$ cat config.mk
export PLATFORM = sky130hd
export DESIGN_NAME = ddr_cmd_monitor
export DESIGN_NICKNAME = d
export VERILOG_FILES = /design/src/rtl/ddrmon_pkg.sv /design/src/rtl/ddrmon_decode.sv /design/src/rtl/ddrmon_ctrl.sv /design/src/rtl/ddr_cmd_monitor.sv
export SDC_FILE = /design/constraint.sdc
export NUM_CORES = 1
export LEC_CHECK = 0
export ABC_AREA = 1
export BUFFER_PORTS_ARGS = -buffer_cell sky130_fd_sc_hd__buf_2
export CAP_MARGIN = 20
export CORE_UTILIZATION = 35
export DETAILED_ROUTE_END_ITERATION = 12
export GPL_TIMING_DRIVEN = 0
export PLACE_DENSITY = 0.53
export SYNTH_ARGS = -nofsm -noshare
export SYNTH_HDL_FRONTEND = slang
export SYNTH_SLANG_ARGS = --single-unit
export TNS_END_PERCENT = 20
$ cat constraint.sdc
create_clock -name clk -period 3.45 [get_ports clk]
set_input_delay 0.1725 -clock clk [delete_from_list [all_inputs] [get_ports clk]]
set_output_delay 0.1725 -clock clk [all_outputs]
set_load 0.01 [all_outputs]
$ cat src/rtl/ddrmon_pkg.sv
`timescale 1ns/1ps
package ddrmon_pkg;

  localparam int NUM_BANKS = 4;
  localparam int BANK_W    = 2;
  localparam int ERR_W     = 4;

  typedef enum logic [ERR_W-1:0] {
    ERR_NONE        = 4'd0,
    ERR_IDLE_ACCESS = 4'd1,
    ERR_ROW_BUSY    = 4'd2,
    ERR_MRS_BUSY    = 4'd3,
    ERR_MRS_GAP     = 4'd4,
    ERR_REF_BUSY    = 4'd5,
    ERR_WAP_LOCK    = 4'd6,
    ERR_RP_EARLY    = 4'd7
  } errCode_e;

  // strobes handed from the decode datapath to the control
  typedef struct packed {
    logic act;
    logic rd;
    logic wr;
    logic pre;
    logic preAll;
    logic aRef;
    logic mrs;
    logic bst;
    logic srEnter;
    logic pdEnter;
    logic lowExit;
    logic autoPre;
    logic [NUM_BANKS-1:0] bankSel;
  } cmdStrobe_t;

endpackage

$ cat src/rtl/ddrmon_decode.sv
`timescale 1ns/1ps
module ddrmon_decode
  import ddrmon_pkg::*;
#(
  parameter int ADDR_W = 13,
  parameter int AP_BIT = 10
) (
  input  logic              clk,
  input  logic              rst,
  input  logic              cke,
  input  logic              csN,
  input  logic              rasN,
  input  logic              casN,
  input  logic              weN,
  input  logic [BANK_W-1:0] ba,
  input  logic [ADDR_W-1:0] addr,
  output cmdStrobe_t        strobe
);

  localparam logic [2:0] OPC_MRS = 3'b000;
  localparam logic [2:0] OPC_REF = 3'b001;
  localparam logic [2:0] OPC_PRE = 3'b010;
  localparam logic [2:0] OPC_ACT = 3'b011;
  localparam logic [2:0] OPC_WR  = 3'b100;
  localparam logic [2:0] OPC_RD  = 3'b101;
  localparam logic [2:0] OPC_BST = 3'b110;

  logic ckePrev;
  logic live;
  logic [2:0] opc;
  logic [NUM_BANKS-1:0] bankSel;
  logic unusedAddr;

  always_ff @(posedge clk) begin
    if (rst) ckePrev <= 1'b1;
    else     ckePrev <= cke;
  end

  assign unusedAddr = ^addr;
  assign opc  = {rasN, casN, weN};
  assign live = ckePrev & cke & ~csN;

  for (genvar gb = 0; gb < NUM_BANKS; gb++) begin : gSel
    assign bankSel[gb] = (ba == BANK_W'(gb));
  end

  always_comb begin
    strobe         = '0;
    strobe.bankSel = bankSel;
    strobe.autoPre = addr[AP_BIT];
    strobe.act     = live && (opc == OPC_ACT);
    strobe.rd      = live && (opc == OPC_RD);
    strobe.wr      = live && (opc == OPC_WR);
    strobe.pre     = live && (opc == OPC_PRE);
    strobe.preAll  = live && (opc == OPC_PRE) && addr[AP_BIT];
    strobe.aRef    = live && (opc == OPC_REF);
    strobe.mrs     = live && (opc == OPC_MRS);
    strobe.bst     = live && (opc == OPC_BST);
    strobe.srEnter = ckePrev && !cke && !csN && (opc == OPC_REF);
    strobe.pdEnter = ckePrev && !cke && !(!csN && (opc == OPC_REF));
    strobe.lowExit = !ckePrev && cke;
  end

endmodule

$ cat src/rtl/ddrmon_ctrl.sv
`timescale 1ns/1ps
module ddrmon_ctrl
  import ddrmon_pkg::*;
#(
  parameter int BURST_LEN = 4,
  parameter int T_RP      = 3
) (
  input  logic                 clk,
  input  logic                 rst,
  input  cmdStrobe_t           strobe,
  output logic                 errFlag,
  output logic [ERR_W-1:0]     errCode,
  output logic [NUM_BANKS-1:0] bankOpen,
  output logic                 selfRefresh,
  output logic                 powerDown
);

  localparam int HALF  = BURST_LEN / 2;
  localparam int WAP_W = $clog2(HALF + 1);
  localparam int RP_W  = $clog2(T_RP + 1);
  localparam int GAP   = 2;
  localparam logic [WAP_W-1:0] WAP_ONE  = 1;
  localparam logic [WAP_W-1:0] WAP_LOAD = WAP_W'(HALF);
  localparam logic [RP_W-1:0]  RP_ONE   = 1;
  localparam logic [RP_W-1:0]  RP_LOAD  = RP_W'(T_RP);
  localparam logic [1:0]       GAP_LOAD = 2'(GAP);

  logic [WAP_W-1:0]     wapCnt;
  logic [NUM_BANKS-1:0] wapBank;
  logic [1:0]           gapCnt;
  logic [NUM_BANKS-1:0] rpBusyVec;
  logic [NUM_BANKS-1:0] nextOpen;
  errCode_e             newErr;
  logic wapBusy, wapEnd, targetOpen, rpBusy, anyCmd, cmdOk;

  assign wapBusy    = (wapCnt != '0);
  assign wapEnd     = (wapCnt == WAP_ONE);
  assign targetOpen = |(bankOpen & strobe.bankSel);
  assign rpBusy     = |(rpBusyVec & strobe.bankSel);
  assign anyCmd     = strobe.act | strobe.rd | strobe.wr | strobe.pre |
                      strobe.aRef | strobe.mrs | strobe.bst;

  // rule priority: settle window, write lockout, then per-command rules
  always_comb begin
    newErr = ERR_NONE;
    if ((gapCnt != '0) && anyCmd)                     newErr = ERR_MRS_GAP;
    else if ((strobe.rd || strobe.wr) && wapBusy)     newErr = ERR_WAP_LOCK;
    else if ((strobe.rd || strobe.wr) && !targetOpen) newErr = ERR_IDLE_ACCESS;
    else if (strobe.act && rpBusy)                    newErr = ERR_RP_EARLY;
    else if (strobe.act && targetOpen)                newErr = ERR_ROW_BUSY;
    else if (strobe.mrs && (|bankOpen))               newErr = ERR_MRS_BUSY;
    else if ((strobe.aRef || strobe.srEnter) && (|bankOpen))
                                                      newErr = ERR_REF_BUSY;
  end

  assign cmdOk = (newErr == ERR_NONE);

  always_comb begin
    nextOpen = bankOpen;
    if (wapEnd) nextOpen = nextOpen & ~wapBank;
    if (cmdOk) begin
      if (strobe.act)                    nextOpen = nextOpen | strobe.bankSel;
      if (strobe.preAll)                 nextOpen = '0;
      else if (strobe.pre)               nextOpen = nextOpen & ~strobe.bankSel;
      if (strobe.rd && strobe.autoPre)   nextOpen = nextOpen & ~strobe.bankSel;
    end
  end

  always_ff @(posedge clk) begin
    if (rst) bankOpen <= '0;
    else     bankOpen <= nextOpen;
  end

  // write-with-auto-precharge burst tracker
  always_ff @(posedge clk) begin
    if (rst) begin
      wapCnt  <= '0;
      wapBank <= '0;
    end else if (cmdOk && strobe.wr && strobe.autoPre) begin
      wapCnt  <= WAP_LOAD;
      wapBank <= strobe.bankSel;
    end else if (wapBusy) begin
      wapCnt  <= wapCnt - WAP_ONE;
    end
  end

  // per-bank row precharge timers, started when an auto-precharge burst ends
  for (genvar gb = 0; gb < NUM_BANKS; gb++) begin : gRp
    logic [RP_W-1:0] cnt;
    always_ff @(posedge clk) begin
      if (rst)                      cnt <= '0;
      else if (wapEnd && wapBank[gb]) cnt <= RP_LOAD;
      else if (cnt != '0)           cnt <= cnt - RP_ONE;
    end
    assign rpBusyVec[gb] = (cnt != '0);
  end

  // mode-register settle window
  always_ff @(posedge clk) begin
    if (rst)                    gapCnt <= '0;
    else if (cmdOk && strobe.mrs) gapCnt <= GAP_LOAD;
    else if (gapCnt != '0)      gapCnt <= gapCnt - 2'd1;
  end

  // low-power modes
  always_ff @(posedge clk) begin
    if (rst || strobe.lowExit) begin
      selfRefresh <= 1'b0;
      powerDown   <= 1'b0;
    end else if (strobe.srEnter) begin
      selfRefresh <= 1'b1;
    end else if (strobe.pdEnter) begin
      powerDown   <= 1'b1;
    end
  end

  // first error is latched
  always_ff @(posedge clk) begin
    if (rst) begin
      errFlag <= 1'b0;
      errCode <= '0;
    end else if (!errFlag && !cmdOk) begin
      errFlag <= 1'b1;
      errCode <= newErr;
    end
  end

endmodule

$ cat src/rtl/ddr_cmd_monitor.sv
`timescale 1ns/1ps
module ddr_cmd_monitor
  import ddrmon_pkg::*;
#(
  parameter int BURST_LEN = 4,
  parameter int T_RP      = 3,
  parameter int ADDR_W    = 13,
  parameter int AP_BIT    = 10
) (
  input  logic              clk,
  input  logic              rst,
  input  logic              cke,
  input  logic              csN,
  input  logic              rasN,
  input  logic              casN,
  input  logic              weN,
  input  logic [1:0]        ba,
  input  logic [ADDR_W-1:0] addr,
  output logic              errFlag,
  output logic [3:0]        errCode,
  output logic [3:0]        bankOpen,
  output logic              selfRefresh,
  output logic              powerDown
);

  cmdStrobe_t strobe;

  ddrmon_decode #(.ADDR_W(ADDR_W), .AP_BIT(AP_BIT)) u_decode (
    .clk(clk), .rst(rst), .cke(cke), .csN(csN), .rasN(rasN), .casN(casN),
    .weN(weN), .ba(ba), .addr(addr), .strobe(strobe)
  );

  ddrmon_ctrl #(.BURST_LEN(BURST_LEN), .T_RP(T_RP)) u_ctrl (
    .clk(clk), .rst(rst), .strobe(strobe), .errFlag(errFlag),
    .errCode(errCode), .bankOpen(bankOpen), .selfRefresh(selfRefresh),
    .powerDown(powerDown)
  );

endmodule

==> impl_metrics.env <==
export IMPL_r2r_slack_ns=1.68
export IMPL_clock_latency_ns=0.27
export IMPL_grt_max_degree=16
export IMPL_drt_total_wl_um=3296
export IMPL_rr_worst_depth=12
export IMPL_fmax_mhz=565.0
export IMPL_relSlewSlack=0.6621
export IMPL_cp_arrival_ns=1.98
export IMPL_placed_cell_area_mm2=0.001658
export IMPL_setup_viol=0
export IMPL_clock_path_buffers=2
export IMPL_ios=33
export IMPL_core_area_mm2=0.004058
export IMPL_final_hold_viol_count=0
export IMPL_regArea_um2=540.5
export IMPL_nFillCells=449
export IMPL_ys_warn_count=0
export IMPL_diodes=0
export IMPL_vdd_drop_max_mv=0.2903
export IMPL_hold_buffers=0
export IMPL_whs_ns=0.1407
export IMPL_power_density_mw_per_mm2=485.6
export IMPL_grt_pass1_wl_um=5444
export IMPL_maxCapViolations=0
export IMPL_syn_area_mm2=0.001510
export IMPL_power_leakage_nw=0.8291
export IMPL_outcome="complete, no violations"
export IMPL_h_tree_depth=1
export IMPL_critical_path_required_ns=3.66
export IMPL_worst_r2r_startpoint="u_ctrl.gRp[2].cnt[0]$_SDFFE_PP0P_"
export IMPL_syn_to_final_growth_pct=12.84
export IMPL_die_area_mm2=0.004581
export IMPL_grt_overflow=0
export IMPL_syn_nets=249
export IMPL_firstDrtPassIters=4
export IMPL_netlist_instances=223
export IMPL_cp_max_fo=8
export IMPL_fin_setup_tns_ns=0
export IMPL_instances_no_fill=294
export IMPL_track_usage=0.1636
export IMPL_skew_ns=0.003683
export IMPL_die_h_um=67.69
export IMPL_viasPerCell=4.609
export IMPL_ys_seq_elements=27
export IMPL_final_cell_area_mm2=0.001704
export IMPL_power_uw=827.6
export IMPL_antenna_found_initial=0
export IMPL_cts_sinks=27
export IMPL_vias=1355
export IMPL_gp_congestion=0.7473
export IMPL_core_rowCount=23
export IMPL_rr_endpoint="u_ctrl.bankOpen[3]$_SDFF_PP0_"
export IMPL_finalCritPeriodShare=0.5131
export IMPL_pre_cts_slack_ns=1.694
export IMPL_crit_path_end_kind="flip-flop"
export IMPL_multi_input_area_um2=814.5
export IMPL_clockRootBuffer="clkbuf_8"
export IMPL_start_kind="flip-flop"
export IMPL_wl_per_cell_um=11.21
export IMPL_postCtsSetupBuffers=0
export IMPL_finalWorstSetupSlack_ns=1.680
export IMPL_clk_pin_slew_ns=0.09
export IMPL_drv_slew=0
export IMPL_rsz0062_at_grt="no"
export IMPL_worstHoldPathType="in2reg"
export IMPL_start_util=0.3722
export IMPL_first_global_vias=1182
export IMPL_drc=0
export IMPL_post_cts_resized=0
export IMPL_worst_slew_pin_slew_ns=0.5069
export IMPL_finalNetCount=271
export IMPL_cts_tree="built"
export IMPL_drt_antenna_violating_nets=0
export IMPL_hpwl_um=2554
export IMPL_placedCellCount=290
export IMPL_die_x_um=67.69
export IMPL_endpoint="u_ctrl.bankOpen[3]$_SDFF_PP0_"
export IMPL_cp_startpoint="u_ctrl.gRp[2].cnt[0]$_SDFFE_PP0P_"
export IMPL_layout_min_cycle_time_ns=1.770
export IMPL_seq_area_frac_synth=0.3579
export IMPL_drive_gt1_frac=0.1721
export IMPL_io_buffers=17
export IMPL_synth_cell_types=33
export IMPL_avgSynthCellArea_um2=6.772
export IMPL_worstSetupPathType="reg2reg"
export IMPL_cts_buffers=3
export IMPL_fin_util=0.4200
export IMPL_first_iter_violations=64
## synth_stat cells
cell / number / share of area
a21oi_1: 17 / 0.056
a21oi_2: 1 / 0.0058
a31oi_1: 1 / 0.0041
buf_2: 1 / 0.0033
buf_4: 1 / 0.0050
clkbuf_1: 2 / 0.0050
clkinv_1: 1 / 0.0025
conb_1: 1 / 0.0025
dfxtp_1: 27 / 0.36
ha_1: 4 / 0.033
inv_1: 33 / 0.082
inv_2: 2 / 0.0050
nand2_1: 60 / 0.15
nand2_2: 5 / 0.021
nand3_1: 16 / 0.053
nand3_2: 1 / 0.0066
nand3_4: 1 / 0.012
nand3b_1: 1 / 0.0050
nand4_1: 2 / 0.0083
nand4_4: 1 / 0.014
nor2_1: 18 / 0.045
nor2_2: 4 / 0.017
nor2_4: 1 / 0.0075
nor3_1: 2 / 0.0066
nor3_2: 1 / 0.0066
nor3b_1: 1 / 0.0050
o211ai_1: 1 / 0.0050
o21ai_0: 8 / 0.027
o21ai_1: 2 / 0.0066
o21ai_2: 1 / 0.0058
o221ai_2: 1 / 0.0099
o31ai_1: 1 / 0.0050
xor2_1: 4 / 0.023
## worst min path at each step
stage	endpoint	from	slack, ns	depth (start not counted)
after global routing	u_decode.ckePrev$_SDFF_PP1_	cke	0.15	3
final	u_decode.ckePrev$_SDFF_PP1_	cke	0.14	3
after floorplan	u_decode.ckePrev$_SDFF_PP1_	cke	0.29	2
after CTS	u_decode.ckePrev$_SDFF_PP1_	cke	0.14	3
after detailed placement	u_decode.ckePrev$_SDFF_PP1_	cke	0.43	3
after global placement	u_decode.ckePrev$_SDFF_PP1_	cke	0.42	3
## layout by cell type (no fill, tap or decap), types with 4 or more instances in the layout
cell	Yosys	layout
ha_1	4	4
o21ai_0	8	8
nand2_1	60	60
dfxtp_1	27	27
nand3_1	16	16
nor2_1	18	18
a21oi_1	17	17
nor2_2	4	4
buf_2	1	18
xor2_1	4	4
nand2_2	5	5
inv_1	33	33
## sequential cells by signal, indices dropped and copies added (netlist names)
| name | flops |
|---|---|
| u_ctrl.bankOpen | 4 |
| u_ctrl.errFlag | 1 |
| u_ctrl.powerDown | 1 |
| u_ctrl.selfRefresh | 1 |
| u_decode.ckePrev | 1 |
| u_ctrl.errCode | 3 |
| u_ctrl.wapCnt | 2 |
| u_ctrl.gRp.cnt | 8 |
| u_ctrl.wapBank | 4 |
| u_ctrl.gapCnt | 2 |
## power breakdown
part	switching, mW	leakage, nW	total (mW)	internal (mW)
sequential	0.0272	0.221	0.386	0.359
clock	0.0992	0.0255	0.180	0.0810
combinational	0.155	0.583	0.261	0.106
total	0.281	0.829	0.828	0.546
## cell type report
class                           count  share of cell area
Timing Repair Buffer               17             0.04993
Inverter                           36             0.07930
Multi-Input combinational cell    156              0.4780
Sequential cell                    27              0.3172
Clock inverter                      1            0.002937
Buffer                              4             0.01175
Tap cell                           50             0.03671
Clock buffer                        3             0.02423
## cell families after synthesis
family	count (synthesis)	synth area share
compound gates	33	0.1251
flops	27	0.3579
simple gates	114	0.3554
xor+xnor	4	0.02320
buf+inv	40	0.1027
fa+ha+maj	4	0.03314
other cells	1	0.002483
## layer usage
| layer | part of all wire | up-vias | global-route usage |
|---|---|---|---|
| met2 | 0.43 | 18 | 0.2426 |
| met1 | 0.52 | 588 | 0.2330 |
| li1 | - | 747 | - |
| met5 | 0 | - | 0 |
| met4 | 0.0061 | 0 | 0.03723 |
| met3 | 0.041 | 2 | 0.04223 |
## worst max-delay path, cell delays in order, from the launching register on
cell and delay, ns:
dfxtp_1 0.33, inv_1 0.06, ha_1 0.17, inv_1 0.07
nand3_1 0.08, nand2_1 0.06, o21ai_2 0.18, nand2_1 0.13
nor2_4 0.16, nand3_4 0.16, inv_2 0.13, nand2_2 0.06
a21oi_2 0.12
Note: power is estimated with default switching activity, not from simulation.
